`src/rtl/codec_pwr_pkg.sv`:
```
// Package: shared constants and types for the codec power/reset sequencer.
// Assumes the register map fits in a two-bit address space.
package codec_pwr_pkg;

    localparam int REG_DATA_W = 8;
    localparam int REG_ADDR_W = 2;
    localparam int NUM_CH     = 2;

    typedef enum logic [REG_ADDR_W-1:0] {
        REG_PWR   = 2'd0,
        REG_RST   = 2'd1,
        REG_ATT_L = 2'd2,
        REG_ATT_R = 2'd3
    } reg_addr_e;

    // Power register stored bits, MSB first: reference, ADC, DAC.
    typedef struct packed {
        logic ref_on;
        logic adc_on;
        logic dac_on;
    } pwr_bits_t;

    // Reset register stored bits, MSB first: ADC run, DAC run.
    typedef struct packed {
        logic adc_run;
        logic dac_run;
    } rst_bits_t;

endpackage

```
`src/rtl/pwr_cfg_regs.sv`:
```
// Module: configuration register file for power, reset and attenuation targets.
// Assumes one write per cycle; reads are combinational; unused bits are not stored.
module pwr_cfg_regs
    import codec_pwr_pkg::*;
#(
    parameter int DATA_W = REG_DATA_W,
    parameter int ADDR_W = REG_ADDR_W,
    parameter int CH     = NUM_CH
) (
    input  logic                        clk,
    input  logic                        rst_n,
    input  logic                        wr_en,
    input  logic [ADDR_W-1:0]           addr,
    input  logic [DATA_W-1:0]           wdata,
    output logic [DATA_W-1:0]           rdata,
    output pwr_bits_t                   pwr_q,
    output rst_bits_t                   rst_q,
    output logic [CH-1:0][DATA_W-1:0]   target_q
);

    localparam int PWR_W = $bits(pwr_bits_t);
    localparam int RST_W = $bits(rst_bits_t);

    // Power register: only the three enables are kept; the test field is dropped.
    always_ff @(posedge clk) begin
        if (!rst_n)
            pwr_q <= '{ref_on: 1'b1, adc_on: 1'b1, dac_on: 1'b1};
        else if (wr_en && addr == ADDR_W'(REG_PWR))
            pwr_q <= pwr_bits_t'(wdata[PWR_W-1:0]);
    end

    // Reset register: both sections start held in reset.
    always_ff @(posedge clk) begin
        if (!rst_n)
            rst_q <= '0;
        else if (wr_en && addr == ADDR_W'(REG_RST))
            rst_q <= rst_bits_t'(wdata[RST_W-1:0]);
    end

    // One attenuation target register per channel, placed after the reset register.
    for (genvar c = 0; c < CH; c++) begin : g_target
        localparam logic [ADDR_W-1:0] MY_ADDR = ADDR_W'(REG_ATT_L) + ADDR_W'(c);

        // Stores the target for channel c.
        always_ff @(posedge clk) begin
            if (!rst_n)
                target_q[c] <= '0;
            else if (wr_en && addr == MY_ADDR)
                target_q[c] <= wdata;
        end

        AST_TARGET_WRITE: assert property (@(posedge clk) disable iff (!rst_n)
            (wr_en && addr == MY_ADDR) |=> (target_q[c] == $past(wdata)));
    end

    // Read mux: unstored bits read as zero.
    always_comb begin
        rdata = '0;
        case (addr)
            ADDR_W'(REG_PWR):   rdata[PWR_W-1:0] = pwr_q;
            ADDR_W'(REG_RST):   rdata[RST_W-1:0] = rst_q;
            ADDR_W'(REG_ATT_L): rdata = target_q[0];
            default:            rdata = target_q[CH-1];
        endcase
    end

    AST_TEST_FIELD_ZERO: assert property (@(posedge clk) disable iff (!rst_n)
        (addr == ADDR_W'(REG_PWR)) |-> (rdata[DATA_W-1:PWR_W] == '0));
    AST_RST_RESERVED_ZERO: assert property (@(posedge clk) disable iff (!rst_n)
        (addr == ADDR_W'(REG_RST)) |-> (rdata[DATA_W-1:RST_W] == '0));

endmodule

```
`src/rtl/adc_wake_mask.sv`:
```
// Module: ADC output gate and post-wake zero window.
// Assumes frame_stb is a single-cycle pulse; the window restarts on any drop of adc_en.
module adc_wake_mask #(
    parameter int SAMPLE_W    = 24,
    parameter int MASK_FRAMES = 516
) (
    input  logic                clk,
    input  logic                rst_n,
    input  logic                adc_en,
    input  logic                frame_stb,
    input  logic [SAMPLE_W-1:0] adc_din,
    output logic [SAMPLE_W-1:0] adc_dout,
    output logic                mask_done
);

    localparam int                CNT_W    = $clog2(MASK_FRAMES + 1);
    localparam logic [CNT_W-1:0]  LAST_CNT = CNT_W'(MASK_FRAMES - 1);

    logic [CNT_W-1:0] frame_cnt;

    // Counts frame strobes while enabled and flags the end of the window.
    always_ff @(posedge clk) begin
        if (!rst_n || !adc_en) begin
            frame_cnt <= '0;
            mask_done <= 1'b0;
        end else if (frame_stb && !mask_done) begin
            frame_cnt <= frame_cnt + 1'b1;
            if (frame_cnt == LAST_CNT)
                mask_done <= 1'b1;
        end
    end

    // Registers the sample, forcing zero when off or inside the window.
    always_ff @(posedge clk) begin
        if (!rst_n)
            adc_dout <= '0;
        else if (adc_en && mask_done)
            adc_dout <= adc_din;
        else
            adc_dout <= '0;
    end

    AST_ADC_LOW_WHEN_OFF: assert property (@(posedge clk) disable iff (!rst_n)
        !adc_en |=> (adc_dout == '0));
    AST_MASK_HOLDS_ZERO: assert property (@(posedge clk) disable iff (!rst_n)
        !mask_done |=> (adc_dout == '0));
    AST_CNT_IN_RANGE: assert property (@(posedge clk) disable iff (!rst_n)
        frame_cnt <= CNT_W'(MASK_FRAMES));
    AST_DONE_CLEARED: assert property (@(posedge clk) disable iff (!rst_n)
        !adc_en |=> !mask_done);

endmodule

```
`src/rtl/dac_att_ramp.sv`:
```
// Module: one channel's attenuation level, cleared when the DAC is off and ramped toward target.
// Assumes frame_stb is a single-cycle pulse; the target may change at any time.
module dac_att_ramp #(
    parameter int ATT_W = 8
) (
    input  logic             clk,
    input  logic             rst_n,
    input  logic             dac_en,
    input  logic             frame_stb,
    input  logic [ATT_W-1:0] target,
    output logic [ATT_W-1:0] level
);

    localparam logic [ATT_W-1:0] ONE = ATT_W'(1);

    // Clears while off, otherwise steps one code per frame toward the target.
    always_ff @(posedge clk) begin
        if (!rst_n || !dac_en)
            level <= '0;
        else if (frame_stb) begin
            if (level < target)
                level <= level + ONE;
            else if (level > target)
                level <= level - ONE;
        end
    end

    AST_LEVEL_CLEARED: assert property (@(posedge clk) disable iff (!rst_n)
        !dac_en |=> (level == '0));
    AST_HOLD_NO_STROBE: assert property (@(posedge clk) disable iff (!rst_n)
        (dac_en && !frame_stb) |=> $stable(level));
    AST_STEP_UP: assert property (@(posedge clk) disable iff (!rst_n)
        (dac_en && frame_stb && level < target) |=> (level == $past(level) + ONE));
    AST_STEP_DOWN: assert property (@(posedge clk) disable iff (!rst_n)
        (dac_en && frame_stb && level > target) |=> (level == $past(level) - ONE));

endmodule

```
`src/rtl/codec_pwr_seq.sv`:
```
// Module: top of the codec power-down and reset sequencer.
// Assumes a single clock domain and a synchronous active-low system reset.
module codec_pwr_seq
    import codec_pwr_pkg::*;
#(
    parameter int SAMPLE_W    = 24,
    parameter int MASK_FRAMES = 516,
    parameter int ATT_W       = REG_DATA_W
) (
    input  logic                  clk,
    input  logic                  rst_n,
    input  logic                  wr_en,
    input  logic [REG_ADDR_W-1:0] addr,
    input  logic [REG_DATA_W-1:0] wdata,
    output logic [REG_DATA_W-1:0] rdata,
    input  logic                  frame_stb,
    input  logic [SAMPLE_W-1:0]   adc_din,
    output logic [SAMPLE_W-1:0]   adc_dout,
    output logic                  adc_mask_done,
    output logic                  adc_en,
    output logic                  dac_en,
    output logic [ATT_W-1:0]      att_l,
    output logic [ATT_W-1:0]      att_r
);

    pwr_bits_t                          pwr_q;
    rst_bits_t                          rst_q;
    logic [NUM_CH-1:0][REG_DATA_W-1:0]  target_q;
    logic [NUM_CH-1:0][ATT_W-1:0]       level;

    pwr_cfg_regs #(
        .DATA_W (REG_DATA_W),
        .ADDR_W (REG_ADDR_W),
        .CH     (NUM_CH)
    ) regs_i (
        .clk      (clk),
        .rst_n    (rst_n),
        .wr_en    (wr_en),
        .addr     (addr),
        .wdata    (wdata),
        .rdata    (rdata),
        .pwr_q    (pwr_q),
        .rst_q    (rst_q),
        .target_q (target_q)
    );

    // Section enables: the reference bit gates both sections.
    always_comb begin
        adc_en = pwr_q.ref_on && pwr_q.adc_on && rst_q.adc_run;
        dac_en = pwr_q.ref_on && pwr_q.dac_on && rst_q.dac_run;
    end

    AST_REF_GATES_BOTH: assert property (@(posedge clk) disable iff (!rst_n)
        (rdata[2] == 1'b0 && addr == REG_ADDR_W'(REG_PWR)) |-> (!adc_en && !dac_en));

    adc_wake_mask #(
        .SAMPLE_W    (SAMPLE_W),
        .MASK_FRAMES (MASK_FRAMES)
    ) adc_mask_i (
        .clk       (clk),
        .rst_n     (rst_n),
        .adc_en    (adc_en),
        .frame_stb (frame_stb),
        .adc_din   (adc_din),
        .adc_dout  (adc_dout),
        .mask_done (adc_mask_done)
    );

    for (genvar c = 0; c < NUM_CH; c++) begin : g_ramp
        dac_att_ramp #(
            .ATT_W (ATT_W)
        ) ramp_i (
            .clk       (clk),
            .rst_n     (rst_n),
            .dac_en    (dac_en),
            .frame_stb (frame_stb),
            .target    (ATT_W'(target_q[c])),
            .level     (level[c])
        );
    end

    assign att_l = level[0];
    assign att_r = level[NUM_CH-1];

endmodule

```
`config.mk`:
```
export PLATFORM = sky130hd
export DESIGN_NAME = codec_pwr_seq
export DESIGN_NICKNAME = d
export VERILOG_FILES = /design/src/rtl/codec_pwr_pkg.sv /design/src/rtl/pwr_cfg_regs.sv /design/src/rtl/adc_wake_mask.sv /design/src/rtl/dac_att_ramp.sv /design/src/rtl/codec_pwr_seq.sv
export SDC_FILE = /design/constraint.sdc
export NUM_CORES = 1
export LEC_CHECK = 0
export BUFFER_PORTS_ARGS = -buffer_cell sky130_fd_sc_hd__clkbuf_2
export CAP_MARGIN = 20
export CORE_UTILIZATION = 50
export DETAILED_ROUTE_END_ITERATION = 10
export PLACE_DENSITY = 0.78
export SLEW_MARGIN = 30
export SYNTH_ARGS = -nofsm -noshare
export SYNTH_HDL_FRONTEND = slang
export SYNTH_SLANG_ARGS = --single-unit
```
`constraint.sdc`:
```
create_clock -name clk -period 3.57 [get_ports clk]
set_input_delay 0.5355 -clock clk [delete_from_list [all_inputs] [get_ports clk]]
set_output_delay 0.5355 -clock clk [all_outputs]
set_load 0.01 [all_outputs]
```
# Word level (Yosys, flattened, before mapping)
# Cells that the tools add are included.
totals:
  reg_bits: 72
  latch_bits: 0
  ramBits: 0
  rom_bits: 0
  inputBits: 38
  output_inout_bits: 51
  wordCells: 56
  n_memories: 0
op_classes:
  addsub: 5
  multipliers: 0
  n_div: 0
  order_cmp: 4
  n_eq_ne: 4
  shift: 0
  mux: 7
  bitwise: 0
  reduce_logical: 24
op_table:
  columns: ["op", "count"]
  rows:
  - ["8-bit 2-to-1 mux", 4]
  - ["8-bit by 1-bit adder with 8-bit output (second input constant)", 2]
  - ["8-bit > comparator", 2]
  - ["8-bit < comparator", 2]
  - ["8-bit by 1-bit subtractor with 8-bit output (second input constant)", 2]
  - ["10-bit by 1-bit adder with 10-bit output (second input constant)", 1]
  - ["10-bit equality test (second input constant)", 1]
  - ["1-bit logical AND", 10]
  - ["5-bit case mux with 2 select lines", 1]
  - ["2-bit AND reduction", 4]
  - ["2-bit case mux with 3 select lines", 1]
  - ["2-bit equality test (second input constant)", 2]
  - ["1-bit logical NOT", 4]
  - ["2-bit nonzero test", 2]
  - ["1-bit case mux with 3 select lines", 1]
  - ["2-bit by 1-bit equality test with 1-bit output (second input constant)", 1]
  - ["2-bit logical NOT", 1]
  - ["1-bit logical OR", 2]
  - ["2-bit OR reduction", 1]

# Logic depth before layout (Yosys ltp)
# Gate-level depths: netlist (run 1).
depth:
  depth_word: 4
  depth_mapped: 14
  mapped_depth_nobuf: 14

# Hierarchy
# A second synthesis (run 1) with hierarchy kept.
hier_totals:
  hier_cells: 392
  hier_area_um2: 3736.1
by_module_without_submodules:
  columns: ["module", "instances", "cells_each", "area_per_inst_um2", "seq_area_each_um2"]
  rows:
  - ["dac_att_ramp", 2, 90, 767.0, 160.2]
  - ["adc_wake_mask", 1, 110, 1179.9, 700.7]
  - ["pwr_cfg_regs", 1, 100, 1009.7, 420.4]
  - ["codec_pwr_seq", 1, 2, 12.5, 0.0]

# Worst setup path after synthesis (run 1)
# Ideal clock, no wire load.
synth_path:
  path_type: "reg-to-reg"
  start: "register g_ramp[1].ramp_i.level[0]"
  end: "register g_ramp[1].ramp_i.level[7]"
  setup_time_ps: 126
  arrival_time_ps: 2556
  required_time_ps: 3444
  slack_ps: 888
  stages_incl_launch_ff: 15
  path_buffers: 0
  synth_period_minus_slack_ps: 2682
  cell_sequence: "dfxtp_1 -> inv_1 -> ha_1 -> nand2b_1 -> a21oi_1 -> o21bai_1 -> and2_1 -> inv_1 -> ha_1 -> a21o_1 -> a21oi_1 -> o31a_1 -> nor3_1 -> a22oi_1 -> nand3_1"
synth_via:
  elab_chain_cells: 3
  elab_cells_between_ends: 8
  cone_classes: "2 x add/sub; 2 x order compare; 2 x mux; 2 x reduce/logical"
synth_rtl:
  columns: ["element", "line_no", "rtl"]
  rows:
  - ["from (decl)", "dac_att_ramp.sv:11", "output logic [ATT_W-1:0] level"]
  - ["from (signal assigned)", "dac_att_ramp.sv:22", "level <= level + ONE;"]
  - ["from (signal assigned)", "dac_att_ramp.sv:24", "level <= level - ONE;"]
  - ["8-bit by 1-bit subtractor with 8-bit output (tied with other cells)", "dac_att_ramp.sv:24", null]
  - ["8-bit 2-to-1 mux or 2-bit nonzero test (tied branches)", null, null]
  - ["8-bit 2-to-1 mux or 2-bit AND reduction (tied branches)", null, null]
# Parallel ways exist; a longest one is shown, timed or not. The select of a mux whose other input is x is not followed.
# A chain may end at the register's enable or synchronous reset.

# Worst setup path after layout (run 1)
layout_path:
  start: "register g_ramp[1].ramp_i.level[2]"
  end: "register g_ramp[1].ramp_i.level[7]"
# Same word-level chain as after synthesis.

==> impl_metrics.yaml, run 1 <==
timing:
  timing.fmax_ghz: 0.333
  whs_ps: 379
  finalClockSkew_ps: 10.6
  final.period_utilization_pct: 84.1
  post-route-min-period_ps: 3000
  final.setup.tns_ps: 0
  grt_setup_unrepaired: "no"
  hold_viol_final: 0
  report.final.setup_viol: 0
  max_slew.worst_pin.slew_ps: 573
  slew_viols_final: 0
  max_slew_margin_pct: 61.8
floorplan:
  pin_count: 89
  floorplan.die.height_um: 87.0
  core_region_area_um2: 6870
  die_width_um: 87.0
  start_util_pct: 52.6
  die-area_um2: 7570
  rows: 30
route:
  routedWlPerCell_um: 13.4
  drtPass1Iterations: 4
  num_vias: 2904
  postRouteAntennaNets: 0
  drt_iter0_drc: 75
  postRouteWirelength_mm: 7.63
  detail_route.drc_violations: 0
  drt-vias-per-instance: 5.10
power:
  max-vdd-ir-drop_mv: 0.252
  cellLeakagePower_nw: 2.00
  power-per-cell-area_nw_per_um2: 402
critical_path:
  critical_path.max_stage_delay_ps: 430
  crit_path_end_kind: "flop"
  worstRegToRegCells: 13
  worst_setup_path_start_kind: "flop"
  cp_cell_sequence: "ha_1, o21ai_0, a21oi_1, o21bai_1, and2_1, inv_1, ha_1, a21o_1, a21oi_1, o31a_1, nor3_1, a22oi_1, nand3_1"
  crit-reg2reg-capture: "g_ramp[1].ramp_i.level[7]$_SDFFE_PP0P_"
  critPathArrivalTime_ps: 3230
  reg2reg_setup_slack_ps: 570
  crit_type: "flop to flop"
  critical_path_required_ps: 3790
  critical-path-slowest-cell: "dfxtp_1"
  maximum_fanout_encountered_on_the_critical_timing_path: 7
  r2r-start: "g_ramp[1].ramp_i.level[2]$_SDFFE_PP0P_"
clock_tree:
  post_cts_repair_resize_count: 0
  number_of_cts_inserted_buffers: 9
  path_clk_slew_ps: 80
  cts.path.max_buffers: 2
  clk-insertion-delay-late_ps: 350
  cts_hold_buffers: 0
  h-tree-depth: 3
  number_of_setup_buffers_added_after_cts: 0
  clk_root_buffer_cell: "clkbuf_8"
  clkSinkCount: 72
  cts_tree: "built"
placed_design:
  dpl_hpwl_mm: 5.78
  final_estimated_routing_congestion_in_global_placement: 0.816
  io_buffer_count: 88
synth:
  syn-num-nets: 447
  area_of_the_mapped_netlist_um2: 3610
  count_of_flip_flops_with_a_built_in_enable_after_synthesis: 0
  synth_ff_type: "dfxtp_1"
  synthCells: 378
  synth_seq_cells: 72
  seq_total_area_yosys_pct: 39.9
  post_synth_num_cell_types: 44
  synth_area_per_cell_um2: 9.56
  synth_warnings: 0
  async_flop_share_pct: 0
final_layout:
  finalNetCount: 537
  antenna_cells: 0
  post_route_cells_drive_above_1_share_pct: 23.0
  syn2layout_area_growth_pct: 20.1
  fillers: 604
global_route:
  total_grt_usage_pct: 21.5
  antenna_found_initial: 0
  grt_first_pass_wirelength_mm: 12.5
  grt_pass1_vias: 2832
  maximum_number_of_pins_on_one_net_before_global_route_repair: 26
  grt_overflow_total: 0
min_path:
  timing.hold.worst_endpoint: "adc_mask_i.adc_dout[11]$_SDFF_PN0_"
  hp-start: "adc_din[11]"
  hold_path_depth: 2
  worst_min_delay_path_category: "primary input to flop"
status:
  result_of_the_run: "finished, final reports clean"
flow_run:
  maxCapViolCount: 0
==> worst max path at each step <==
stage                                                 startpoint  slack [ps]  cells past startpoint                                endpoint
after detailed placement  g_ramp[1].ramp_i.level[0]$_SDFFE_PP0P_         610                     14  g_ramp[1].ramp_i.level[7]$_SDFFE_PP0P_
after CTS                 g_ramp[1].ramp_i.level[0]$_SDFFE_PP0P_         590                     14  g_ramp[1].ramp_i.level[7]$_SDFFE_PP0P_
after floorplan           g_ramp[1].ramp_i.level[0]$_SDFFE_PP0P_         890                     14  g_ramp[1].ramp_i.level[7]$_SDFFE_PP0P_
final                     g_ramp[1].ramp_i.level[2]$_SDFFE_PP0P_         570                     13  g_ramp[1].ramp_i.level[7]$_SDFFE_PP0P_
after global routing      g_ramp[1].ramp_i.level[2]$_SDFFE_PP0P_         340                     13  g_ramp[1].ramp_i.level[7]$_SDFFE_PP0P_
after global placement    g_ramp[1].ramp_i.level[0]$_SDFFE_PP0P_         770                     14  g_ramp[1].ramp_i.level[7]$_SDFFE_PP0P_
==> worst max-delay path, delay by kind of cell (launching register included) <==
family | cells | cell delay [ps]
AND/OR/NAND/NOR | 3 | 340
buffers and inverters | 1 | 140
adder cells (fa/ha/maj) | 2 | 570
AO/OA/AOI/OAI | 7 | 1380
flip-flops | 1 | 430
==> metrics by stage <==
| step | power (mW) | util [%] | instance area (µm²) | cells | setup WS, ps |
|---|---|---|---|---|---|
| floorplan | 1.03 | - | 3610 | 378 | 888 |
| global placement | 1.08 | 60.2 | 4130 | 553 | 766 |
| detailed placement | 1.09 | 60.2 | 4130 | 553 | 611 |
| CTS | 1.76 | 63.2 | 4340 | 569 | 593 |
| global route | 1.82 | 63.2 | 4340 | 569 | 343 |
| finish | 1.74 | 63.2 | 4340 | 569 | 567 |
==> state kept, by name (all words and copies together), names as in the netlist <==
name	cells
adc_mask_i.adc_dout	24
g_ramp.ramp_i.level	16
regs_i.target_q	16
adc_mask_i.frame_cnt	10
regs_i.pwr_q	3
regs_i.rst_q	2
adc_mask_i.mask_done	1
==> final cells by class <==
class                   count  area, µm²  share of cell area (%)
repair buffers             90        455                    10.5
flip-flops and latches     72       1440                    33.2
well taps                  96        120                    2.77
inverters                  19       71.3                    1.64
clock buffers              11        141                    3.26
clock inverters             5       63.8                    1.47
multi-input cells         276       2040                    47.1
==> kinds of logic after synthesis <==
kind of cell | count (synthesis) | share of synthesized area [%]
adders and majority gates | 31 | 11.2
muxes | 39 | 11.5
xor gates and xnor gates | 21 | 5.09
AOI/OAI and AO/OA | 46 | 8.49
and+or+nand+nor | 139 | 20.4
buffers and inverters | 30 | 3.50
DFF | 72 | 39.9
==> power by group <==
group,leakage [nW],internal [mW],switching (mW)
combinational,1.31,0.117,0.137
clock,0.100,0.347,0.321
sequential,0.581,0.812,0.00851
==> cell usage in the layout, fill, tap and decap left out, types with 3 or more instances in the layout <==
master / netlist / final
a211oi_1: 3 / 3
a21oi_1: 15 / 15
and2_1: 26 / 26
and3_1: 5 / 5
clkbuf_2: 0 / 88
clkbuf_8: 0 / 10
dfxtp_1: 72 / 72
ha_1: 29 / 29
inv_1: 19 / 19
mux2i_1: 37 / 37
nand2_1: 19 / 19
nand3_1: 10 / 10
nand4_1: 7 / 7
nor2_1: 35 / 35
nor2b_1: 25 / 25
nor3b_1: 3 / 3
o211ai_1: 3 / 3
o21a_1: 4 / 4
o21ai_0: 5 / 5
o31a_1: 3 / 3
xnor2_1: 13 / 13
xor2_1: 8 / 8
==> per-layer routing <==
metal | vias to the layer above | track usage, % | part of all wire, % | routed length [µm]
met4 | 0 | 7.27 | 1.0 | 76
met5 | - | 0 | 0 | 0
met3 | 6 | 7.87 | 7.1 | 541
met2 | 89 | 36.2 | 47 | 3560
li1 | 1483 | - | - | -
met1 | 1326 | 25.1 | 45 | 3450
==> synthesized netlist by cell type, types with 8 or more instances <==
| cell type | number | share of area [%] |
|---|---|---|
| xnor2_1 | 13 | 3.2 |
| nand2_1 | 19 | 2.0 |
| mux2i_1 | 37 | 10 |
| ha_1 | 29 | 10 |
| xor2_1 | 8 | 1.9 |
| inv_1 | 19 | 2.0 |
| a21oi_1 | 15 | 2.1 |
| dfxtp_1 | 72 | 40 |
| nor2b_1 | 25 | 4.3 |
| and2_1 | 26 | 4.5 |
| nand3_1 | 10 | 1.4 |
| nor2_1 | 35 | 3.6 |
(Power assumes the default switching activity.)
==> inputs of run 2 (changes only) <==
==> constraint.sdc (replaced) <==
create_clock -name clk -period 3.1 [get_ports clk]
set_input_delay 0.465 -clock clk [delete_from_list [all_inputs] [get_ports clk]]
set_output_delay 0.465 -clock clk [all_outputs]
set_load 0.01 [all_outputs]
==> run 2 against run 1 <==
Global-route usage decreased by 0.18 points. Register-to-register slack got worse by 360 ps. Wire length decreased by 0.68%. Combinational power up 16%. Cell count unchanged. Clock skew down 3.8 ps. Critical path depth grew 1. Worst hold slack lost 66 ps. Clock-buffer cell count unchanged. Die area stayed put. Sequential share of layout area decreased by 0.086 points. Sequential power increased by 15%.
==> impl_metrics.yaml, run 2 (synthesized netlist as in run 1, its figures left out) <==
critical_path:
  r2r-start: "regs_i.target_q[11]$_SDFFE_PN0P_"
  critPathArrivalTime_ps: 3110
  setup.worst_path.start: "regs_i.target_q[11]$_SDFFE_PN0P_"
  critical_path_required_ps: 3320
  crit-reg2reg-capture: "g_ramp[1].ramp_i.level[7]$_SDFFE_PP0P_"
  crit_type: "flop to flop"
  crit_path_end_kind: "flop"
  worst_setup_path_start_kind: "flop"
  worstRegToRegCells: 14
  endpoint_of_the_most_critical_setup_path: "g_ramp[1].ramp_i.level[7]$_SDFFE_PP0P_"
  reg2reg_setup_slack_ps: 210
  maximum_fanout_encountered_on_the_critical_timing_path: 7
final_layout:
  mostFrequentLayoutCells: "clkbuf_2, dfxtp_1, mux2i_1, nor2_1, ha_1"
  most_common_cell_after_layout_fill_and_taps_aside: "clkbuf_2"
  fillers: 601
  final_cell_area_um2: 4350
  seqCellArea_um2: 1440
  multiInputGateArea_um2: 2050
  syn2layout_area_growth_pct: 20.5
  antenna_cells: 0
  finalNetCount: 537
  layout_top_registers: "adc_mask_i.adc_dout (24), g_ramp.ramp_i.level (16), regs_i.target_q (16)"
  largest-register: "adc_mask_i.adc_dout"
  post_route_cells_drive_above_1_share_pct: 23.9
  largest_reg_flops: 24
floorplan:
  start_util_pct: 52.6
  floorplan.die.height_um: 87.0
  die-area_um2: 7570
  pin_count: 89
  rows: 30
  die_width_um: 87.0
  core_region_area_um2: 6870
power:
  share_of_power_burned_in_registers_pct: 46.5
  power-per-cell-area_nw_per_um2: 466
  swShare_pct: 26.5
  max-vdd-ir-drop_mv: 0.284
  cell_internal_pwr_mw: 1.49
  p_switching_uw: 538
  cellLeakagePower_nw: 2.01
  combPwrFrac_pct: 14.5
  power.clock.fraction_pct: 39.0
timing:
  setup_slack_ps: 207
  final.period_utilization_pct: 93.3
  max_slew_margin_pct: 62.3
  hold_viol_final: 0
  finalClockSkew_ps: 6.79
  final.setup.tns_ps: 0
  timing.fmax_ghz: 0.346
  grt_setup_unrepaired: "no"
  report.final.setup_viol: 0
  max_slew.worst_pin.slew_ps: 565
  slew_viols_final: 0
  post-route-min-period_ps: 2890
global_route:
  grt_pass1_vias: 2745
  total_grt_usage_pct: 21.3
  grt_overflow_total: 0
  antenna_found_initial: 0
  grt_first_pass_wirelength_mm: 12.3
  maximum_number_of_pins_on_one_net_before_global_route_repair: 26
clock_tree:
  cts_tree: "built"
  cts.path.max_buffers: 2
  number_of_setup_buffers_added_after_cts: 0
  clkSinkCount: 72
  h-tree-depth: 3
  clk-insertion-delay-late_ps: 340
  clk_root_buffer_cell: "clkbuf_8"
  number_of_cts_inserted_buffers: 9
  path_clk_slew_ps: 80
route:
  drtPass1Iterations: 4
  postRouteWirelength_mm: 7.58
  num_vias: 2910
  postRouteAntennaNets: 0
  drt_iter0_drc: 110
  detail_route.drc_violations: 0
  routedWlPerCell_um: 13.3
  drt-vias-per-instance: 5.11
placed_design:
  io_buffer_count: 88
  dpl_worst_slack_ps: 131
  dpl_hpwl_mm: 5.81
  placed_area_um2: 4130
  final_estimated_routing_congestion_in_global_placement: 0.816
flow_run:
  maxCapViolCount: 0
min_path:
  worst_min_delay_path_category: "primary input to flop"
status:
  result_of_the_run: "finished, final reports clean"
[run 2: power groups by stage]
stage          logic, mW  registers, mW  clock network [mW]
3_3_place_gp       0.282          0.966                   0
6_report           0.294          0.945               0.791
3_5_place_dp       0.291          0.967                   0
5_1_grt            0.328          0.947               0.850
4_1_cts            0.292          0.945               0.814
2_1_floorplan      0.223          0.964                   0
[run 2: final cells by class]
cell class              instances  share of cell area [%]
repair buffers                 90                    10.5
clock inverters                 5                    1.47
flip-flops and latches         72                    33.1
multi-input cells             276                    47.1
clock buffers                  11                    3.48
well taps                      96                    2.76
inverters                      19                    1.64
[run 2: worst min path at each step]
stage	startpoint	to	slack, ps	cells after the start
2_1_floorplan	regs_i.pwr_q[0]$_SDFFE_PN1P_	regs_i.pwr_q[0]$_SDFFE_PN1P_	450	2
3_3_place_gp	regs_i.pwr_q[0]$_SDFFE_PN1P_	regs_i.pwr_q[0]$_SDFFE_PN1P_	470	2
3_5_place_dp	regs_i.pwr_q[0]$_SDFFE_PN1P_	regs_i.pwr_q[0]$_SDFFE_PN1P_	480	2
4_1_cts	adc_din[5]	adc_mask_i.adc_dout[5]$_SDFF_PN0_	300	2
5_1_grt	adc_din[20]	adc_mask_i.adc_dout[20]$_SDFF_PN0_	300	2
6_report	adc_din[22]	adc_mask_i.adc_dout[22]$_SDFF_PN0_	310	2
[run 2: stage by stage]
| step | hold WS (ps) | power (mW) | util, % | cells |
|---|---|---|---|---|
| floorplan | 452 | 1.19 | - | 378 |
| global placement | 473 | 1.25 | 60.2 | 553 |
| detailed placement | 484 | 1.26 | 60.2 | 553 |
| CTS | 299 | 2.05 | 63.3 | 569 |
| global route | 299 | 2.12 | 63.4 | 569 |
| finish | 314 | 2.03 | 63.4 | 569 |
[run 2: metal layers]
layer / track usage [%] / wire length (µm) / vias to the layer above / part of all wire (%)
met1: 25.7 / 3400 / 1330 / 45
met2: 34.6 / 3490 / 94 / 46
li1: - / - / 1477 / -
met3: 7.39 / 580 / 9 / 7.7
met4: 8.48 / 105 / 0 / 1.4
met5: 0 / 0 / - / 0
[run 2: critical path, cell delays in order (launching register included)]
cell and delay, ps:
dfxtp_1 360, inv_1 60, ha_1 280, o21ai_0 80, a21oi_1 210, o21bai_2 110
and2_1 180, inv_2 130, ha_1 240, a21o_1 180, a21oi_1 270, o31a_1 250
nor3_1 60, a22oi_1 230, nand3_1 100
[run 2: what timing repair did]
action | in CTS | in global routing
endpoints found under the setup margin | 0 | 1
gates resized for setup | 0 | 3
hold buffers | 0 | 0
==> inputs of run 3 (changes only) <==
--- a/config.mk
+++ b/config.mk
@@ -7,9 +7,11 @@
 export LEC_CHECK = 0
 export BUFFER_PORTS_ARGS = -buffer_cell sky130_fd_sc_hd__clkbuf_2
 export CAP_MARGIN = 20
-export CORE_UTILIZATION = 50
+export CELL_PAD_IN_SITES_DETAIL_PLACEMENT = 0
+export CELL_PAD_IN_SITES_GLOBAL_PLACEMENT = 2
+export CORE_UTILIZATION = 32
 export DETAILED_ROUTE_END_ITERATION = 10
-export PLACE_DENSITY = 0.78
+export PLACE_DENSITY = 0.81
 export SLEW_MARGIN = 30
 export SYNTH_ARGS = -nofsm -noshare
 export SYNTH_HDL_FRONTEND = slang
==> run 3 against run 2 <==
Worst hold slack better by 15 ps. Clock power rose by 38%. First-iteration DRC count fell by 45%. Sequential share of layout area shrank 1.4 points. Maximum frequency rose by 4.2%. Critical path depth shrank 3. Sequential cell count is the same. Largest cell class unchanged.
==> impl_metrics.yaml, run 3 (synthesized netlist as in run 1, its figures left out) <==
clock_tree:
  clk-insertion-delay-late_ps: 330
  h-tree-depth: 3
  clkSinkCount: 72
  path_clk_slew_ps: 60
  cts_tree: "built"
  clk_root_buffer_cell: "clkbuf_16"
  number_of_cts_inserted_buffers: 9
  cts.path.max_buffers: 2
  number_of_setup_buffers_added_after_cts: 0
power:
  power-per-cell-area_nw_per_um2: 515
  cellLeakagePower_nw: 2.07
  swShare_pct: 24.6
  cell_internal_pwr_mw: 1.76
  p_switching_uw: 576
  share_of_power_burned_in_registers_pct: 40.4
  combPwrFrac_pct: 12.8
  max-vdd-ir-drop_mv: 0.316
  power.clock.fraction_pct: 46.8
critical_path:
  critical_path_required_ps: 3380
  worst_setup_path_start_kind: "flop"
  reg2reg_setup_slack_ps: 320
  critPathArrivalTime_ps: 3060
  maximum_fanout_encountered_on_the_critical_timing_path: 10
  crit_path_end_kind: "flop"
  crit_type: "flop to flop"
route:
  met2RoutedLength_mm: 3.61
  num_vias: 2872
  drt_iter0_drc: 60
  drt-vias-per-instance: 4.66
  postRouteWirelength_mm: 8.27
  routed.top_layer: "met4"
  drtPass1Iterations: 6
  routedWlPerCell_um: 13.4
  detail_route.drc_violations: 0
  routed_metal_1_wire_length_mm: 4.06
  wl_met3_um: 502
  postRouteAntennaNets: 0
final_layout:
  seqCellArea_um2: 1440
  largest-register: "adc_mask_i.adc_dout"
  post_route_cells_drive_above_1_share_pct: 24.6
  syn2layout_area_growth_pct: 25.6
  multiInputGateArea_um2: 2050
  layout_top_registers: "adc_mask_i.adc_dout (24), g_ramp.ramp_i.level (16), regs_i.target_q (16)"
  finalNetCount: 540
  mostFrequentLayoutCells: "clkbuf_2, dfxtp_1, mux2i_1, nor2_1, ha_1"
  layoutNonFillerInstCount: 616
  most_common_cell_after_layout_fill_and_taps_aside: "clkbuf_2"
  fillers: 1148
  antenna_cells: 0
  largest_reg_flops: 24
timing:
  timing.fmax_ghz: 0.360
  final.setup.tns_ps: 0
  setup_slack_ps: 323
  report.final.setup_viol: 0
  final.period_utilization_pct: 89.6
  slew_viols_final: 0
  post-route-min-period_ps: 2780
  max_slew.worst_pin.slew_ps: 625
  hold_viol_final: 0
  max_slew_margin_pct: 58.4
  grt_setup_unrepaired: "no"
  finalClockSkew_ps: 5.08
global_route:
  total_grt_usage_pct: 15.1
  grt_overflow_total: 0
  antenna_found_initial: 0
  grt_first_pass_wirelength_mm: 13.5
  maximum_number_of_pins_on_one_net_before_global_route_repair: 25
  grt_pass1_vias: 2860
floorplan:
  pin_count: 89
  rows: 38
  floorplan.die.height_um: 108
  die_width_um: 108
  start_util_pct: 33.0
  die-area_um2: 11700
  core_region_area_um2: 10900
placed_design:
  dpl_hpwl_mm: 6.31
  dpl_worst_slack_ps: 173
  dp_cells: 600
  io_buffer_count: 88
  final_estimated_routing_congestion_in_global_placement: 0.738
status:
  result_of_the_run: "finished, final reports clean"
flow_run:
  maxCapViolCount: 0
min_path:
  worst_min_delay_path_category: "primary input to flop"
[run 3: cell type report]
class / instances / share of cell area, %
multi-input combinational: 276 / 45.3
sequential: 72 / 31.8
timing repair buffer: 93 / 10.5
clock buffer: 12 / 5.87
tap: 140 / 3.86
inverter: 19 / 1.57
clock inverter: 4 / 1.13
[run 3: stage by stage]
stage          cell area [µm²]  util, %  hold WS, ps  power (mW)
2_1_floorplan             3610        -          452        1.19
3_3_place_gp              4210     38.5          484        1.26
3_5_place_dp              4210     38.5          480        1.26
4_1_cts                   4530     41.4          315        2.37
5_1_grt                   4540     41.5          323        2.45
6_report                  4540     41.5          329        2.34
[run 3: layer usage]
| layer | global-route usage, % | vias to the layer above |
|---|---|---|
| met4 | 6.16 | 0 |
| met3 | 4.46 | 7 |
| met1 | 18.6 | 1295 |
| li1 | - | 1488 |
| met5 | 0 | - |
| met2 | 24.7 | 82 |
[run 3: timing repair]
action                                  in CTS  in global routing
resized for setup                            0                  4
endpoints found under the hold margin        0                  0
endpoints found under the setup margin       0                  3
hold buffers                                 0                  0
[run 3: path summary, 6_finish.rpt]
kind | endpoint | startpoint | cells past startpoint
min reg2reg | regs_i.pwr_q[1]$_SDFFE_PN1P_ | regs_i.pwr_q[1]$_SDFFE_PN1P_ | 2
max | g_ramp[0].ramp_i.level[7]$_SDFFE_PP0P_ | g_ramp[0].ramp_i.level[2]$_SDFFE_PP0P_ | 11
min | adc_mask_i.adc_dout[18]$_SDFF_PN0_ | adc_din[18] | 2
max reg2reg | g_ramp[0].ramp_i.level[7]$_SDFFE_PP0P_ | g_ramp[0].ramp_i.level[2]$_SDFFE_PP0P_ | 11
[run 3: power by group through the flow]
stage | Clock, mW | Sequential (mW) | Combinational (mW)
3_5_place_dp | 0 | 0.967 | 0.297
6_report | 1.09 | 0.946 | 0.298
3_3_place_gp | 0 | 0.966 | 0.295
5_1_grt | 1.17 | 0.947 | 0.333
4_1_cts | 1.12 | 0.946 | 0.299
2_1_floorplan | 0 | 0.964 | 0.223
[run 3: worst max-delay path, cell delays in order, from the launching register on]
cell and delay [ps]:
dfxtp_1 420, ha_1 280, o21ai_1 140, a21oi_1 80
o21bai_1 210, nand2_2 190, ha_1 330, a21o_1 130
a21oi_2 70, o31a_1 320, or4bb_1 480, nand3_1 70
